### config.mk
export PLATFORM = sky130hd
export DESIGN_NAME = eep_target
export DESIGN_NICKNAME = d
export VERILOG_FILES = /design/src/rtl/eep_pkg.sv /design/src/rtl/eep_sync.sv /design/src/rtl/eep_mem.sv /design/src/rtl/eep_ctrl.sv /design/src/rtl/eep_target.sv
export SDC_FILE = /design/constraint.sdc
export NUM_CORES = 2
export LEC_CHECK = 0
export BUFFER_PORTS_ARGS = -buffer_cell sky130_fd_sc_hd__buf_4
export CAP_MARGIN = 20
export CORE_MARGIN = 2
export CORE_UTILIZATION = 45
export CTS_BUF_LIST = sky130_fd_sc_hd__clkbuf_4 sky130_fd_sc_hd__clkbuf_8
export CTS_CLUSTER_DIAMETER = 80
export DETAILED_ROUTE_END_ITERATION = 8
export GPL_ROUTABILITY_DRIVEN = 0
export PLACE_DENSITY = 0.74
export SLEW_MARGIN = 20
export SYNTH_ARGS = -nofsm -noshare
export SYNTH_HDL_FRONTEND = slang
export SYNTH_SLANG_ARGS = --single-unit
### constraint.sdc
create_clock -name clk -period 2.7 [get_ports clk]
set_clock_uncertainty 0.15 [all_clocks]
set_input_delay 0.27 -clock clk [delete_from_list [all_inputs] [get_ports clk]]
set_output_delay 0.27 -clock clk [all_outputs]
set_load 0.1 [all_outputs]
### src/rtl/eep_pkg.sv
package eep_pkg;

    localparam int AW          = 8;
    localparam int DW          = 8;
    localparam int DEPTH       = 1 << AW;
    localparam int SYNC_STAGES = 2;

    localparam logic [6:0] MEM_BASE = 7'h50;
    localparam logic [6:0] LOCK_GAP = 7'h20;

    typedef enum logic [2:0] {
        ST_IDLE,
        ST_DEV,
        ST_WORD,
        ST_DATA,
        ST_ACK,
        ST_READ,
        ST_RACK,
        ST_SKIP
    } state_e;

    typedef struct packed {
        logic          we;
        logic [AW-1:0] addr;
        logic [DW-1:0] data;
    } wr_req_t;

    function automatic logic [6:0] mem_dev(input logic [2:0] sel);
        return {MEM_BASE[6:3], sel};
    endfunction

    function automatic logic [6:0] lock_dev(input logic [2:0] sel);
        return mem_dev(sel) - LOCK_GAP;
    endfunction

endpackage

### src/rtl/eep_sync.sv
module eep_sync #(
    parameter int STAGES = eep_pkg::SYNC_STAGES
) (
    input  logic clk,
    input  logic rst,
    input  logic scl_i,
    input  logic sda_i,
    output logic scl_s,
    output logic sda_s,
    output logic scl_rise,
    output logic scl_fall,
    output logic start_ev,
    output logic stop_ev
);
    logic [STAGES-1:0] scl_pipe;
    logic [STAGES-1:0] sda_pipe;
    logic              scl_p;
    logic              sda_p;

    always_ff @(posedge clk) begin
        if (rst) begin
            scl_pipe <= '1;
            sda_pipe <= '1;
            scl_p    <= 1'b1;
            sda_p    <= 1'b1;
        end else begin
            scl_pipe <= {scl_pipe[STAGES-2:0], scl_i};
            sda_pipe <= {sda_pipe[STAGES-2:0], sda_i};
            scl_p    <= scl_pipe[STAGES-1];
            sda_p    <= sda_pipe[STAGES-1];
        end
    end

    assign scl_s    = scl_pipe[STAGES-1];
    assign sda_s    = sda_pipe[STAGES-1];
    assign scl_rise = scl_s & ~scl_p;
    assign scl_fall = ~scl_s & scl_p;
    assign start_ev = scl_s & scl_p & sda_p & ~sda_s;
    assign stop_ev  = scl_s & scl_p & ~sda_p & sda_s;

endmodule

### src/rtl/eep_mem.sv
module eep_mem
    import eep_pkg::*;
#(
    parameter int MEM_AW    = AW,
    parameter int MEM_DW    = DW,
    parameter int MEM_DEPTH = 1 << MEM_AW
) (
    input  logic              clk,
    input  logic              por,
    input  wr_req_t           wr_i,
    input  logic              set_lock_i,
    input  logic [MEM_AW-1:0] raddr_i,
    output logic [MEM_DW-1:0] rdata_o,
    output logic              lock_o
);
    localparam logic [MEM_AW-1:0] LOCK_LIM = MEM_AW'(MEM_DEPTH / 2);

    logic [MEM_DW-1:0] mem_q [MEM_DEPTH];
    logic              lock_q;
    logic              blocked;

    assign blocked = lock_q && (wr_i.addr < LOCK_LIM);

    always_ff @(posedge clk) begin
        if (por) begin
            for (int i = 0; i < MEM_DEPTH; i++) mem_q[i] <= '1;
            lock_q <= 1'b0;
        end else begin
            if (wr_i.we && !blocked) mem_q[wr_i.addr] <= wr_i.data;
            if (set_lock_i) lock_q <= 1'b1;
        end
    end

    assign rdata_o = mem_q[raddr_i];
    assign lock_o  = lock_q;


    lock_sticky_chk: assert property (@(posedge clk) disable iff (por)
        lock_q |=> lock_q);


    por_open_chk: assert property (@(posedge clk)
        por |=> !lock_q);


    lower_hold_chk: assert property (@(posedge clk) disable iff (por)
        (lock_q && wr_i.we && wr_i.addr < LOCK_LIM)
        |=> mem_q[$past(wr_i.addr)] == $past(mem_q[wr_i.addr]));

endmodule

### src/rtl/eep_ctrl.sv
module eep_ctrl
    import eep_pkg::*;
(
    input  logic          clk,
    input  logic          rst,
    input  logic [2:0]    sel_i,
    input  logic          lock_i,
    input  logic [DW-1:0] rdata_i,
    input  logic          scl_s,
    input  logic          sda_s,
    input  logic          scl_rise,
    input  logic          scl_fall,
    input  logic          start_ev,
    input  logic          stop_ev,
    output wr_req_t       wr_o,
    output logic          set_lock_o,
    output logic [AW-1:0] raddr_o,
    output logic          sda_oe_o
);
    state_e        state_q, nxt_q;
    logic [3:0]    cnt_q;
    logic [7:0]    shreg_q;
    logic [DW-1:0] rbyte_q;
    logic [AW-1:0] ptr_q;
    logic          ack_q, tgt_lock_q, ph_q, mack_q, oe_q;
    logic [7:0]    byte_in;
    logic          mem_hit, lock_hit;

    assign byte_in  = {shreg_q[6:0], sda_s};
    assign mem_hit  = byte_in[7:1] == mem_dev(sel_i);
    assign lock_hit = (byte_in[7:1] == lock_dev(sel_i)) && !lock_i;

    always_ff @(posedge clk) begin
        if (rst) begin
            state_q    <= ST_IDLE;
            nxt_q      <= ST_IDLE;
            cnt_q      <= '0;
            shreg_q    <= '0;
            rbyte_q    <= '0;
            ptr_q      <= '0;
            ack_q      <= 1'b0;
            tgt_lock_q <= 1'b0;
            ph_q       <= 1'b0;
            mack_q     <= 1'b0;
            oe_q       <= 1'b0;
            wr_o       <= '0;
            set_lock_o <= 1'b0;
        end else begin
            wr_o.we    <= 1'b0;
            set_lock_o <= 1'b0;
            if (start_ev) begin
                state_q <= ST_DEV;
                cnt_q   <= '0;
                ph_q    <= 1'b0;
                oe_q    <= 1'b0;
            end else if (stop_ev) begin
                state_q <= ST_IDLE;
                ph_q    <= 1'b0;
                oe_q    <= 1'b0;
            end else begin
                case (state_q)
                    ST_DEV, ST_WORD, ST_DATA: begin
                        if (scl_rise) begin
                            shreg_q <= byte_in;
                            cnt_q   <= cnt_q + 4'd1;
                            if (cnt_q == 4'd7) begin
                                cnt_q   <= '0;
                                ph_q    <= 1'b0;
                                state_q <= ST_ACK;
                                if (state_q == ST_DEV) begin
                                    tgt_lock_q <= lock_hit;
                                    ack_q      <= mem_hit || (lock_hit && !byte_in[0]);
                                    nxt_q      <= byte_in[0] ? ST_READ :
                                                  (lock_hit ? ST_DATA : ST_WORD);
                                end else if (state_q == ST_WORD) begin
                                    ptr_q <= byte_in;
                                    ack_q <= 1'b1;
                                    nxt_q <= ST_DATA;
                                end else if (tgt_lock_q) begin
                                    set_lock_o <= !lock_i;
                                    ack_q      <= !lock_i;
                                    nxt_q      <= ST_DATA;
                                end else begin
                                    wr_o  <= '{we: 1'b1, addr: ptr_q, data: byte_in};
                                    ptr_q <= ptr_q + 1'b1;
                                    ack_q <= 1'b1;
                                    nxt_q <= ST_DATA;
                                end
                            end
                        end
                    end
                    ST_ACK: begin
                        if (scl_fall) begin
                            if (!ph_q) begin
                                oe_q <= ack_q;
                                ph_q <= 1'b1;
                            end else begin
                                ph_q <= 1'b0;
                                oe_q <= 1'b0;
                                if (!ack_q) begin
                                    state_q <= ST_SKIP;
                                end else if (nxt_q == ST_READ) begin
                                    rbyte_q <= rdata_i;
                                    ptr_q   <= ptr_q + 1'b1;
                                    oe_q    <= ~rdata_i[DW-1];
                                    cnt_q   <= 4'd1;
                                    state_q <= ST_READ;
                                end else begin
                                    state_q <= nxt_q;
                                end
                            end
                        end
                    end
                    ST_READ: begin
                        if (scl_fall) begin
                            if (cnt_q < 4'd8) begin
                                oe_q    <= ~rbyte_q[DW-2];
                                rbyte_q <= rbyte_q << 1;
                                cnt_q   <= cnt_q + 4'd1;
                            end else begin
                                oe_q    <= 1'b0;
                                state_q <= ST_RACK;
                            end
                        end
                    end
                    ST_RACK: begin
                        if (scl_rise) mack_q <= ~sda_s;
                        if (scl_fall) begin
                            if (mack_q) begin
                                rbyte_q <= rdata_i;
                                ptr_q   <= ptr_q + 1'b1;
                                oe_q    <= ~rdata_i[DW-1];
                                cnt_q   <= 4'd1;
                                state_q <= ST_READ;
                            end else begin
                                state_q <= ST_SKIP;
                            end
                        end
                    end
                    default: ;
                endcase
            end
        end
    end

    assign raddr_o  = ptr_q;
    assign sda_oe_o = oe_q;


    oe_scl_low_chk: assert property (@(posedge clk) disable iff (rst)
        (oe_q != $past(oe_q)) |-> !scl_s);


    oe_phase_chk: assert property (@(posedge clk) disable iff (rst)
        oe_q |-> (state_q == ST_ACK || state_q == ST_READ));

endmodule

### src/rtl/eep_target.sv
module eep_target
    import eep_pkg::*;
(
    input  logic       clk,
    input  logic       rst,
    input  logic       por,
    input  logic [2:0] addr_sel,
    input  logic       scl_i,
    input  logic       sda_i,
    output logic       sda_oe
);
    logic          eng_rst;
    logic          scl_s, sda_s, scl_rise, scl_fall, start_ev, stop_ev;
    wr_req_t       wr;
    logic          set_lock, lock;
    logic [AW-1:0] raddr;
    logic [DW-1:0] rdata;

    assign eng_rst = rst | por;

    eep_sync #(.STAGES(SYNC_STAGES)) u_sync (
        .clk      (clk),
        .rst      (eng_rst),
        .scl_i    (scl_i),
        .sda_i    (sda_i),
        .scl_s    (scl_s),
        .sda_s    (sda_s),
        .scl_rise (scl_rise),
        .scl_fall (scl_fall),
        .start_ev (start_ev),
        .stop_ev  (stop_ev)
    );

    eep_ctrl u_ctrl (
        .clk        (clk),
        .rst        (eng_rst),
        .sel_i      (addr_sel),
        .lock_i     (lock),
        .rdata_i    (rdata),
        .scl_s      (scl_s),
        .sda_s      (sda_s),
        .scl_rise   (scl_rise),
        .scl_fall   (scl_fall),
        .start_ev   (start_ev),
        .stop_ev    (stop_ev),
        .wr_o       (wr),
        .set_lock_o (set_lock),
        .raddr_o    (raddr),
        .sda_oe_o   (sda_oe)
    );

    eep_mem #(.MEM_AW(AW), .MEM_DW(DW), .MEM_DEPTH(DEPTH)) u_mem (
        .clk        (clk),
        .por        (por),
        .wr_i       (wr),
        .set_lock_i (set_lock),
        .raddr_i    (raddr),
        .rdata_o    (rdata),
        .lock_o     (lock)
    );

endmodule

==> results.py <==
metrics = {
    "outcome": {
        "status": "finished, violations left",
        "violations": "negative setup slack",
    },
    "drt": {
        "avgViaCountPerCell": 6.36,
        "drc": 0,
        "ant_nets": 0,
        "wl_microns": 295000,
        "post_drt_wl_per_cell_microns": 28.1,
        "first_pass_iters": 8,
        "vias": 66900,
        "drt_iter0_drc": 9926,
    },
    "sta": {
        "max_freq_mhz": 312,
        "max-slew-margin-rel": 0.245,
        "fin_crit_sh": 1.19,
        "timing.final.ws_setup_ns": -0.501,
        "final_hold_viol_count": 0,
        "whs_ns": 0.182,
        "final_max_slew_viol_count": 0,
        "setup_viol": 8,
        "fin_crit_ns": 3.20,
        "worst_slew_pin_slew_ns": 1.13,
        "rsz0062_at_grt": "true",
    },
    "power_and_ir_drop": {
        "powerDensity_mw_per_mm2": 582,
        "p_leak_uw": 0.0368,
        "peakVddDrop_uv": 558,
    },
    "yosys": {
        "synth-edff-count": 2048,
        "ys_types": 79,
        "ys_seq_area_frac": 0.633,
        "yosysWarnings": 0,
        "synth_fp_nets": 6827,
        "async_flop_share": 0,
        "ys.flop_type": "edfxtp_1",
        "syn_area_sq_mm": 0.0994,
        "syn_inst": 6817,
        "synth_area_per_cell_sq_um": 14.6,
        "ys_ff_latch": 2118,
    },
    "worst_setup_path": {
        "critical_path_buf_inv_count": 3,
        "critPathMaxFanout": 7,
        "critical_path.cell_chain": "buf_12 > buf_16 > bufbuf_16 > mux4_2 > mux4_2 > nand2_1 > nand4b_1 > a31o_1",
        "required_ns": 3.51,
        "criticalPathCategory": "flop to flop",
        "worstPathArrival_ns": 4.02,
        "crit_path_max_incr_delay_ns": 0.54,
        "worst_setup_path_start_kind": "flop",
        "crit_family": "multiplexers",
        "crit_slowest_cell": "mux4_2",
        "end_kind": "flop",
        "crit_top_cell": "mux4_2",
    },
    "floorplan": {
        "fp.dieW_microns": 474,
        "initial_utilization": 0.453,
        "die_area_sq_mm": 0.225,
        "core_area_sq_mm": 0.220,
        "row_count": 172,
        "pin_count": 9,
        "die_y_microns": 474,
    },
    "final_layout": {
        "stdcell_area_sq_mm": 0.117,
        "area.growth.synth_to_final_pct": 17.9,
        "nets": 7327,
        "fin_util": 0.533,
        "drive_gt1_frac": 0.300,
    },
    "global_route": {
        "globalRoute.totalOverflow": 0,
        "grt_antenna_before_repair": 9,
        "track_usage": 0.261,
        "grt_pass1_wl_microns": 437000,
        "grt_max_degree": 145,
        "grt_pass1_vias": 66300,
    },
    "place": {
        "placedInstanceArea_sq_mm": 0.109,
        "place_hpwl_microns": 184000,
        "io_buffers": 8,
        "place_ws_ns": -0.982,
    },
    "min_path": {
        "hp-class": "primary input to flop",
    },
    "clock_tree": {
        "cts_tree": "built",
        "clock_path_buffers": 4,
        "cts-root-buf": "clkbuf_8",
        "clk_pin_slew_ns": 0.06,
        "h-tree-depth": 5,
        "insertion_delay_ns": 1.08,
        "cts_inserted_buffers": 354,
        "clock_sinks": 2118,
    },
    "flow_run": {
        "maxCapViolCount": 0,
    },
}
==> metal layers <==
layer,wire length (microns),track usage,vias up,part of all wire
li1,-,-,27800,-
met1,107000,0.347,33600,0.36
met2,138000,0.405,4679,0.47
met3,37600,0.0655,768,0.13
met4,13500,0.115,8,0.046
met5,113,0,-,0.00038
==> synth_stat cells, types with 6 or more instances <==
| cell | n | area (sq um) |
|---|---|---|
| or3_1 | 2061 | 12900 |
| nor4_1 | 7 | 43.8 |
| nand2b_1 | 14 | 87.6 |
| o21ai_0 | 48 | 240 |
| a2111oi_0 | 8 | 70.1 |
| and3_1 | 9 | 56.3 |
| mux4_2 | 515 | 11600 |
| a31oi_1 | 20 | 125 |
| nand4_1 | 8 | 50.1 |
| mux2i_1 | 167 | 1670 |
| buf_2 | 66 | 330 |
| dfxtp_1 | 70 | 1400 |
| inv_1 | 15 | 56.3 |
| o22ai_1 | 46 | 288 |
| clkbuf_1 | 786 | 2950 |
| buf_8 | 9 | 135 |
| and2_1 | 6 | 37.5 |
| nor2_1 | 81 | 304 |
| o221ai_1 | 38 | 333 |
| nand3_1 | 47 | 235 |
| o21bai_1 | 259 | 1940 |
| a22oi_1 | 10 | 75.1 |
| nor2b_1 | 30 | 188 |
| buf_1 | 19 | 71.3 |
| edfxtp_1 | 2048 | 61500 |
| buf_6 | 31 | 349 |
| a311oi_1 | 7 | 61.3 |
| nor3_1 | 22 | 110 |
| nand2_1 | 155 | 582 |
| a21oi_1 | 62 | 310 |
| a211oi_1 | 19 | 143 |
| mux2_2 | 10 | 113 |
| buf_4 | 24 | 180 |
==> sequential cells by signal, indices dropped and copies added, names as in the netlist, 2 cells and up, named ones only <==
register,cells
u_ctrl.rbyte_q,7
u_ctrl.state_q,3
u_sync.sda_pipe,2
u_ctrl.raddr_o,8
u_mem.mem_q,2048
u_ctrl.cnt_q,4
u_ctrl.shreg_q,7
u_ctrl.wr_o,17
u_sync.scl_pipe,2
u_ctrl.nxt_q,3
==> metrics by stage <==
step / setup TNS [ns] / power, uW / instances
floorplan: -28.32 / 39700 / 6817
global placement: -25.94 / 41000 / 9857
detailed placement: -42.11 / 41200 / 9857
CTS: -3.01 / 68400 / 10500
global route: -3.68 / 70000 / 10500
finish: -3.27 / 68200 / 10500
==> what timing repair did <==
action | 4_1_cts | 5_1_grt
pin swaps | 14 | 7
gates resized for setup | 90 | 29
gates cloned | 8 | 2
setup buffers | 39 | 4
endpoints found under the hold margin | 64 | 0
setup endpoints to repair | 169 | 190
hold buffers | 11 | 0
==> area by class of cell <==
class / instances / area [sq um]
fill: 17000 / 103000
clock buffer: 464 / 5750
inverter: 17 / 70.1
clock inverter: 128 / 825
timing repair buffer: 1081 / 10700
tap: 2958 / 3700
sequential: 2118 / 63000
antenna: 3 / 7.51
multi-input combinational: 3745 / 33200
==> cell families after synthesis <==
kind of cell / synth area share
XOR/XNOR: 0.000440
flip-flops: 0.633
AND/OR/NAND/NOR: 0.149
adder cells (fa/ha/maj): 0.000252
multiplexers: 0.135
AO/OA/AOI/OAI: 0.0417
buffers and inverters: 0.0414
==> worst paths after layout <==
kind,start,endpoint,slack (ns),depth (start not counted)
max reg2reg,flop,u_ctrl.rbyte_q[2],-0.50,8
min reg2reg,u_sync.sda_pipe[0],u_sync.sda_pipe[1],0.25,1
max,flop,u_ctrl.rbyte_q[2],-0.50,8
min,addr_sel[0],u_ctrl.tgt_lock_q,0.18,7
==> worst register-to-register path: cells and delay by family (launching register included) <==
kind / cells / cell delay [ns]
flip-flops: 1 / 0.38
multiplexers: 2 / 1.07
AND/OR/NAND/NOR: 2 / 0.50
buffers and inverters: 3 / 0.68
AO/OA/AOI/OAI: 1 / 0.36
==> layout by cell type (no fill, tap or decap), types with 101 or more instances in the layout <==
cell type and count:
clkbuf_8 364, o21bai_1 225, mux2i_1 163, clkbuf_4 101, or3_1 2061, buf_12 163, nand2_1 132, buf_4 869
mux4_2 515, edfxtp_1 2048
==> report_power, final <==
part / leakage, uW / switching [uW] / internal, uW / total (uW)
sequential: 0.0212 / 499 / 37500 / 38000
combinational: 0.0120 / 1380 / 1250 / 2630
clock: 0.00349 / 12900 / 14700 / 27600
Note: power is estimated with default switching activity, not from simulation.
